### src/rtl/pps_osc_tuner.sv
module pps_osc_tuner #(
  parameter int unsigned REF_HZ   = 30_720_000,
  parameter int          DAC_BITS = 16,
  parameter int          GAIN     = 2,
  parameter int          TOL      = 1,
  parameter int          DROP     = 64,
  parameter int          SPI_HALF = 4
) (
  input  logic       clk,
  input  logic       rst,
  input  logic       pps_in,
  input  logic       gnss_ok,
  output logic       spi_sclk,
  output logic       spi_mosi,
  output logic       dac_cs_n,
  output logic [1:0] tune_state,
  output logic       locked,
  output logic       led_red,
  output logic       led_green
);

  localparam longint EXP1     = longint'(REF_HZ);
  localparam longint EXP10    = longint'(REF_HZ) * 10;
  localparam longint EXP100   = longint'(REF_HZ) * 100;
  localparam int     CNT_W    = $clog2(longint'(REF_HZ) * 150 + 1);
  localparam int     E_W      = CNT_W + 2;
  localparam int     P_W      = E_W + 34;
  localparam int     LOSS     = int'(REF_HZ) + int'(REF_HZ / 2);
  localparam int     SW       = $clog2(LOSS + 1);
  localparam int     CODE_MAX = (1 << DAC_BITS) - 1;
  localparam int     CODE_MID = 1 << (DAC_BITS - 1);
  localparam int     DIV_W    = (SPI_HALF > 1) ? $clog2(SPI_HALF) : 1;

  typedef enum logic [1:0] {ST_IDLE = 2'd0, ST_S1 = 2'd1, ST_S10 = 2'd2, ST_S100 = 2'd3} tst_t;

  logic [2:0]          pps_sy;
  logic [1:0]          ok_sy;
  logic                pps_edge, valid_s;
  tst_t                tst_q;
  logic [CNT_W-1:0]    cnt_q, meas, exp_cnt;
  logic [6:0]          npps_q, npps_last;
  logic [SW-1:0]       since_q;
  logic                good_q, blink_q;
  logic [DAC_BITS-1:0] code_q, nxt_code;
  logic signed [E_W-1:0] err;
  logic [E_W-1:0]      mag;
  logic signed [P_W-1:0] corr, raw;
  logic                gate_close, in_tol, too_far;
  logic [15:0]         code_al;
  logic [23:0]         sh_q;
  logic [4:0]          bits_q;
  logic [DIV_W-1:0]    div_q;
  logic                sclk_q, cs_q;

  assign pps_edge = pps_sy[1] & ~pps_sy[2];
  assign valid_s  = ok_sy[1];

  always_ff @(posedge clk) begin
    if (rst) begin
      pps_sy <= '0;
      ok_sy  <= '0;
    end else begin
      pps_sy <= {pps_sy[1:0], pps_in};
      ok_sy  <= {ok_sy[0], gnss_ok};
    end
  end

  always_comb begin
    case (tst_q)
      ST_S10:  begin exp_cnt = CNT_W'(EXP10);  npps_last = 7'd9;  end
      ST_S100: begin exp_cnt = CNT_W'(EXP100); npps_last = 7'd99; end
      default: begin exp_cnt = CNT_W'(EXP1);   npps_last = 7'd0;  end
    endcase
  end

  assign gate_close = pps_edge && valid_s && (tst_q != ST_IDLE) && (npps_q == npps_last);
  assign meas       = cnt_q + CNT_W'(1);
  assign err        = $signed({2'b00, meas}) - $signed({2'b00, exp_cnt});
  assign mag        = err[E_W-1] ? E_W'(-err) : E_W'(err);
  assign in_tol     = mag <= E_W'(TOL);
  assign too_far    = mag > E_W'(DROP);
  assign corr       = P_W'(err) * P_W'(GAIN);
  assign raw        = P_W'(signed'({1'b0, code_q})) - corr;
  assign nxt_code   = (raw < 0) ? '0 :
                      (raw > P_W'(CODE_MAX)) ? DAC_BITS'(CODE_MAX) : raw[DAC_BITS-1:0];
  assign code_al    = 16'(nxt_code) << (16 - DAC_BITS);

  always_ff @(posedge clk) begin
    if (rst) begin
      tst_q   <= ST_IDLE;
      cnt_q   <= '0;
      npps_q  <= '0;
      since_q <= '0;
      good_q  <= 1'b0;
      blink_q <= 1'b0;
      code_q  <= DAC_BITS'(CODE_MID);
    end else begin
      if (pps_edge) blink_q <= ~blink_q;
      if (pps_edge)                  since_q <= '0;
      else if (since_q < SW'(LOSS))  since_q <= since_q + SW'(1);

      if (!valid_s) begin
        tst_q  <= ST_IDLE;
        good_q <= 1'b0;
      end else if (tst_q == ST_IDLE) begin
        if (pps_edge) begin
          tst_q  <= ST_S1;
          cnt_q  <= '0;
          npps_q <= '0;
          good_q <= 1'b0;
        end
      end else if (pps_edge) begin
        if (gate_close) begin
          cnt_q  <= '0;
          npps_q <= '0;
          code_q <= nxt_code;
          if (too_far) begin
            tst_q  <= ST_S1;
            good_q <= 1'b0;
          end else if (in_tol) begin
            if (good_q && tst_q != ST_S100) begin
              tst_q  <= tst_t'(tst_q + 2'd1);
              good_q <= 1'b0;
            end else begin
              good_q <= 1'b1;
            end
          end else begin
            good_q <= 1'b0;
          end
        end else begin
          npps_q <= npps_q + 7'd1;
          cnt_q  <= cnt_q + CNT_W'(1);
        end
      end else if (since_q >= SW'(LOSS)) begin
        tst_q  <= ST_IDLE;
        good_q <= 1'b0;
      end else begin
        cnt_q <= cnt_q + CNT_W'(1);
      end
    end
  end

  always_ff @(posedge clk) begin
    if (rst) begin
      sh_q   <= '0;
      bits_q <= '0;
      div_q  <= '0;
      sclk_q <= 1'b0;
      cs_q   <= 1'b1;
    end else if (gate_close) begin
      sh_q   <= {8'h00, code_al};
      bits_q <= '0;
      div_q  <= '0;
      sclk_q <= 1'b0;
      cs_q   <= 1'b0;
    end else if (!cs_q) begin
      if (div_q == DIV_W'(SPI_HALF - 1)) begin
        div_q <= '0;
        if (!sclk_q) begin
          sclk_q <= 1'b1;
        end else begin
          sclk_q <= 1'b0;
          if (bits_q == 5'd23) begin
            cs_q <= 1'b1;
          end else begin
            bits_q <= bits_q + 5'd1;
            sh_q   <= {sh_q[22:0], 1'b0};
          end
        end
      end else begin
        div_q <= div_q + DIV_W'(1);
      end
    end
  end

  assign spi_sclk   = sclk_q;
  assign spi_mosi   = ~cs_q & sh_q[23];
  assign dac_cs_n   = cs_q;
  assign tune_state = tst_q;
  assign locked     = (tst_q != ST_IDLE);
  assign led_red    = (tst_q == ST_IDLE) | (((tst_q == ST_S1) | (tst_q == ST_S10)) & blink_q);
  assign led_green  = ((tst_q == ST_S10) | (tst_q == ST_S100)) & blink_q;

  assert_sclk_idle_R6: assert property (@(posedge clk) disable iff (rst)
    cs_q |-> !sclk_q);

  assert_frame_len_R6: assert property (@(posedge clk) disable iff (rst)
    !cs_q |-> (bits_q < 5'd24));

  assert_write_when_free_R4: assert property (@(posedge clk) disable iff (rst)
    gate_close |-> cs_q);

  assert_code_only_at_close_R4: assert property (@(posedge clk) disable iff (rst)
    !gate_close |=> $stable(code_q));

  assert_idle_without_fix_R2: assert property (@(posedge clk) disable iff (rst)
    !valid_s |=> (tst_q == ST_IDLE));

  assert_single_step_R7: assert property (@(posedge clk) disable iff (rst)
    (tst_q == ST_S100 && $past(tst_q) != ST_S100) |-> ($past(tst_q) == ST_S10));

endmodule

### config.mk
export PLATFORM = sky130hd
export DESIGN_NAME = pps_osc_tuner
export DESIGN_NICKNAME = d
export VERILOG_FILES = /design/src/rtl/pps_osc_tuner.sv
export SDC_FILE = /design/constraint.sdc
export NUM_CORES = 1
export LEC_CHECK = 0
export ABC_CLOCK_PERIOD_IN_PS = 7100
export BUFFER_PORTS_ARGS = -buffer_cell sky130_fd_sc_hd__buf_4
export CELL_PAD_IN_SITES_DETAIL_PLACEMENT = 1
export CELL_PAD_IN_SITES_GLOBAL_PLACEMENT = 2
export CORE_MARGIN = 8
export CORE_UTILIZATION = 39
export CTS_CLUSTER_SIZE = 40
export DETAILED_ROUTE_END_ITERATION = 12
export GPL_ROUTABILITY_DRIVEN = 0
export GPL_TIMING_DRIVEN = 1
export PLACE_DENSITY_LB_ADDON = 0.1
export SYNTH_ARGS = -nofsm -noshare
export SYNTH_HDL_FRONTEND = slang
export SYNTH_SLANG_ARGS = --single-unit
export TNS_END_PERCENT = 100
### constraint.sdc
create_clock -name clk -period 7.1 [get_ports clk]
set_clock_uncertainty 0.05 [all_clocks]
set_input_delay 1.42 -clock clk [delete_from_list [all_inputs] [get_ports clk]]
set_output_delay 1.42 -clock clk [all_outputs]
set_load 0.01 [all_outputs]
==> impl_metrics.toml, run 1 <==
[timing]
max_freq_mhz = 155.9
hold_viol_final = 0
slew_headroom_pct = 31.52
tns_ps = 0
slew_viol_final = 0
setup_slack_ps = 685.6
period_share_pct = 90.34
post-route-min-period_ps = 6414
tightest_slew_ps = 1027
rsz0062_at_grt = "no"
setup_viol = 0

[drt]
route.vias.total = 8985
antenna_left = 0
viasPerCell = 5.819
routedWlPerCell_um = 19.00
first_pass_iters = 5
finalWirelength_um = 29330
drcViolationCount = 0
drt_iter0_markers = 520

[synth]
synth_area_leaders = "dfxtp_1 (27%), nor2_1 (5.8%), xnor2_1 (5.6%)"
avgSynthCellArea_sq_um = 7.595
yosysSeqAreaShare_pct = 26.75
yosys_warnings = 0
syn_nets = 1267
syn-cell-area_sq_mm = 0.009281
synth.distinct_cells = 89
synthCells = 1222
netlist_top_cells_count = "nor2_1 (144), nand2_1 (126), dfxtp_1 (124), a21oi_1 (73), xnor2_1 (59)"
ys_seq_elements = 124
synth_most_common_cell = "nor2_1"
synth_edf_count = 0
async_reset_ff_share_pct = 0
synth_ff_type = "dfxtp_1"
yosysTopAreaCell = "dfxtp_1"
netlist.area_leader.share_pct = 26.75

[worst_setup_path]
critPathRequiredTime_ps = 7390
crit_type = "flip-flop to flip-flop"
worst-path-max-fanout = 14
cp.arrival_ps = 6710
crit_path_end_kind = "flip-flop"
start_kind = "flip-flop"

[flow_run]
maxCapViolCount = 0

[clock_tree]
clk_pin_slew_worst_paths_ps = 70
clockRootBuffer = "clkbuf_16"
cts_tree = "yes"
clk_latency_ps = 430
htree_num_levels = 4
cts_buffers = 17
clock-sinks = 124
ctsHoldBuffers = 0
clockBufferDepth = 2

[floorplan]
die_y_um = 170.3
num_rows = 56
die_area_sq_mm = 0.02899
coreArea_sq_mm = 0.02340
die_w_um = 170.3
io_pins = 12
initial_core_util_pct = 39.66

[cells_and_area]
area_delta_synth_final_pct = 10.93
layout.nets = 1257
drive_gt1_share_pct = 8.082
fillCellCount = 2896
diodes = 0

[grt]
antenna_found_initial = 0
overflow = 0
grt_use_total_pct = 20.84
grt_pass1_vias = 8942
grt_max_degree = 61
grt_pass1_wl_um = 48580

[power]
ir_drop_uv = 151.9
p_per_area_mw_per_mm2 = 163.6
p_leak_nw = 3.914

[placed_design]
hpwl_um = 21630
io_buffers = 11
place_ws_ps = 580.1

[worst_hold_path]
hp-class = "flip-flop to flip-flop"

[status]
outcome = "completed"
## cells by family (layout without fill, tap and decap cells)
logic type	count (synthesis)	after routing	synth area share (%)
and+or+nand+nor	533	533	29.37
AOI/OAI and AO/OA	305	305	22.62
DFF	124	124	26.75
buffers and inverters	109	112	4.772
xor gates and xnor gates	96	96	9.288
adders and majority gates	41	41	5.689
muxes	14	14	1.510
## stage by stage
| stage | instances | utilization, % | power [mW] | instance area (sq um) | hold WS (ps) |
|---|---|---|---|---|---|
| 6_report | 1544 | 44.00 | 1.685 | 10300 | 402.7 |
| 5_1_grt | 1544 | 44.00 | 1.740 | 10300 | 421.0 |
| 2_1_floorplan | 1222 | - | 0.7336 | 9281 | 363.8 |
| 3_3_place_gp | 1512 | 41.30 | 0.7412 | 9664 | 382.1 |
| 4_1_cts | 1544 | 43.95 | 1.707 | 10280 | 404.1 |
| 3_5_place_dp | 1512 | 41.30 | 0.7414 | 9664 | 387.3 |
## flip-flops by register name, summed over array words and instances (netlist names)
name / cells
pps_sy: 3
bits_q: 5
blink_q: 1
ok_sy: 2
npps_q: 7
good_q: 1
dac_cs_n: 1
spi_sclk: 1
div_q: 2
since_q: 26
code_q: 16
cnt_q: 33
sh_q: 24
tune_state: 2
## path summary, 6_finish.rpt
check        startpoint          to  slack, ps  cells after the start
max            cnt_q[4]    sh_q[12]        690                     18
min          code_q[14]  code_q[14]        400                      2
max reg2reg    cnt_q[4]    sh_q[12]        690                     18
min reg2reg  code_q[14]  code_q[14]        400                      2
## timing repair
| item | in CTS | in global routing |
|---|---|---|
| buffers inserted | 0 | 0 |
| endpoints found under the setup margin | 0 | 7 |
| resized for setup | 0 | 1 |
## worst max-delay path: stages, from the launching register on
cell and delay (ps):
dfxtp_1 530, nand3_2 300, or3_1 520, nor3_1 570, nand3_1 240, xnor2_1 290
ha_1 370, a21oi_1 350, o21bai_1 100, a21oi_1 300, a31oi_1 150, a2111oi_2 480
xnor2_1 380, o211ai_1 220, nor3_1 410, or2_2 310, nand2_1 350, o21bai_1 300
o21ai_0 90
## power breakdown
group / leakage [nW] / total, mW / internal (mW) / switching (mW)
clock: 0.298 / 0.960 / 0.573 / 0.386
combinational: 2.62 / 0.0247 / 0.00651 / 0.0182
sequential: 1.00 / 0.701 / 0.698 / 0.00223
total: 3.91 / 1.68 / 1.28 / 0.407
## final cells by class
type                       count  area, sq um  area share [%]
sequential                   124         2482           24.11
tap                          319        399.1           3.877
inverter                      49        183.9           1.786
clock buffer                  19        442.9           4.302
multi-input combinational    989         6377           61.94
clock inverter                13        177.7           1.726
timing repair buffer          31        232.7           2.260
## layer usage
layer / share of wire (%) / global-route usage [%] / wire length (um)
met1: 48 / 27.64 / 13970
met2: 46 / 33.80 / 13500
met3: 3.7 / 3.105 / 1090
met4: 2.6 / 7.513 / 766
met5: 0 / 0 / 0
## layout by cell type, fill, tap and decap left out, types with 10 or more instances in the layout
master     netlist  routed
buf_4            3      31
ha_1            39      39
o31ai_1         10      10
a21o_1          12      12
mux2i_1         14      14
and2_1          13      13
a21oi_1         73      73
a211oi_1        18      18
nor2_1         144     144
nor2b_1         19      19
nand4_1         27      27
nand3_1         48      48
or3_1           17      17
dfxtp_1        124     124
inv_1           48      48
o21ai_1         11      11
xor2_1          35      35
and3_1          25      25
o21ai_0         46      46
nand2b_1        12      12
xnor2_1         59      59
nand2_1        126     126
clkbuf_16        0      17
a22oi_1         26      26
a31oi_1         13      13
nor3_1          34      32
Power figures use the tool's default switching activity.
==> inputs of run 2 (changes only) <==
REMOVE_ABC_BUFFERS = 1   (was not set)
TNS_END_PERCENT = not set   (was 100)
==> run 2 against run 1 <==
Effect of this change: hold slack worse by 20 ps; combinational power is 2% higher; wire length is 2.8% lower; cell area is 0.46% lower; final cell count is 0.19% lower; global-route usage is 0.79 points lower; largest cell class unchanged; highest routed layer unchanged.
==> impl_metrics.toml, run 2 (synthesized netlist as in run 1, its figures left out) <==
[status]
outcome = "completed"

[cells_and_area]
layout.nets = 1256
area_delta_synth_final_pct = 10.42
multiInputGateArea_sq_mm = 0.006366
layout_common_cells = "nor2_1 (144), nand2_1 (126), dfxtp_1 (124), a21oi_1 (73), xnor2_1 (59)"
diodes = 0
fillCellCount = 2928
post-route-util_pct = 43.79
final_common_cell = "nor2_1"
largest_reg_flops = 33
drive_gt1_share_pct = 7.938
largestRegisters = "cnt_q x33, since_q x26, sh_q x24"
fin_cells = 1541
regMostFlops = "cnt_q"
seq_area_sq_mm = 0.002482

[timing]
setup_slack_ps = 536.8
rsz0062_at_grt = "no"
tightest_slew_ps = 1074
slew_headroom_pct = 28.40
max_freq_mhz = 152.4
post-route-min-period_ps = 6563
slew_viol_final = 0
tns_ps = 0
setup_viol = 0
period_share_pct = 92.44
hold_viol_final = 0

[floorplan]
coreArea_sq_mm = 0.02340
num_rows = 56
die_w_um = 170.3
die_y_um = 170.3
die_area_sq_mm = 0.02899
io_pins = 12
initial_core_util_pct = 39.66

[clock_tree]
clk_latency_ps = 430
cts_resized = 0
cts_buffers = 17
ctsHoldBuffers = 0
clockBufferDepth = 2
post_cts.repair.setup_buffers = 0
clock-sinks = 124
clockRootBuffer = "clkbuf_16"
cts_tree = "yes"
htree_num_levels = 4
clk_pin_slew_worst_paths_ps = 60

[grt]
overflow = 0
globalRouteMet3Util_pct = 2.989
grt_pass1_vias = 8782
grt_max_degree = 46
met1_usage_pct = 26.82
met2_usage_pct = 32.51
grt_use_total_pct = 20.05
antenna_found_initial = 0
top_usage_layer = "met2"
grt_pass1_wl_um = 46930

[drt]
route.vias.total = 8737
antenna_left = 0
drt_iter0_markers = 398
drcViolationCount = 0
viasPerCell = 5.670
first_pass_iters = 4
finalWirelength_um = 28500
routedWlPerCell_um = 18.49

[worst_setup_path]
crit_buf_inv = 0
crit_type = "flip-flop to flip-flop"
start_kind = "flip-flop"
critPathRequiredTime_ps = 7390
path_depth = 18
r2r_start = "cnt_q[0]"
startpoint = "cnt_q[0]"
slowest_delay_ps = 770
reg2reg_slack_ps = 540
r2r.worst_path.cells = 18
crit_slowest_cell = "o41ai_2"
path_cells = "ha_1, nand2_1, or3_1, nor3_1, nand3_1, xnor2_1, ha_1, a21o_1, o41ai_2, nand4_1, a311o_1, a22oi_1, nand2_1, o21a_1, o21a_1, o2111ai_2, o21ai_0, a221oi_1"
endpoint = "sh_q[15]"
r2r_end = "sh_q[15]"
crit_path_end_kind = "flip-flop"
cp.arrival_ps = 6850
path_delay_family = "compound AO/OA/AOI/OAI gates"
worst-path-max-fanout = 21

[placed_design]
hpwl_um = 21420
io_buffers = 11
placed_cells = 1511
place_ws_ps = 529.4

[power]
ir_drop_uv = 131.5
p_per_area_mw_per_mm2 = 160.0
p_leak_nw = 3.891

[flow_run]
maxCapViolCount = 0

[worst_hold_path]
hp-class = "flip-flop to flip-flop"
run 2: changes by cell type in the layout (fill, tap and decap cells not counted), sizes merged:
cell | previous run | this run
clkinvlp | 2 | 3
inv | 57 | 52
buf | 31 | 30
clkbuf | 19 | 17
clkinv | 0 | 4
run 2: how the worst min path moves through the flow:
stage / start / end / slack [ps] / cells past startpoint
after floorplan: ok_sy[0] / ok_sy[1] / 360 / 1
after global placement: ok_sy[0] / ok_sy[1] / 370 / 1
after detailed placement: sh_q[23] / sh_q[23] / 390 / 2
after CTS: ok_sy[0] / ok_sy[1] / 390 / 1
after global routing: ok_sy[0] / ok_sy[1] / 410 / 1
final: ok_sy[0] / ok_sy[1] / 380 / 1
run 2: final cells by class:
class                           instances  area share [%]
Sequential cell                       124           24.22
Clock buffer                           17           4.151
Inverter                               49           1.795
Tap cell                              319           3.895
Multi-Input combinational cell        989           62.12
Timing Repair Buffer                   30           2.198
Clock inverter                         13           1.624
run 2: metrics by stage:
step / area (sq um) / hold slack, ps / power [mW]
global placement: 9657 / 370.3 / 0.7413
detailed placement: 9657 / 393.2 / 0.7415
CTS: 10250 / 394.1 / 1.664
finish: 10250 / 382.8 / 1.640
global route: 10250 / 408.8 / 1.698
floorplan: 9022 / 363.8 / 0.7283
run 2: per-layer routing:
layer / part of all wire, % / wire length [um] / vias up
met5: 0 / 0 / -
met4: 2.1 / 589 / 0
met3: 2.3 / 669 / 33
met2: 46 / 13050 / 97
met1: 50 / 14190 / 4203
li1: - / - / 4404
run 2: report_power, final:
| part | internal (mW) | switching [mW] |
|---|---|---|
| Sequential | 0.699 | 0.00235 |
| Clock | 0.551 | 0.363 |
| Combinational | 0.00655 | 0.0186 |
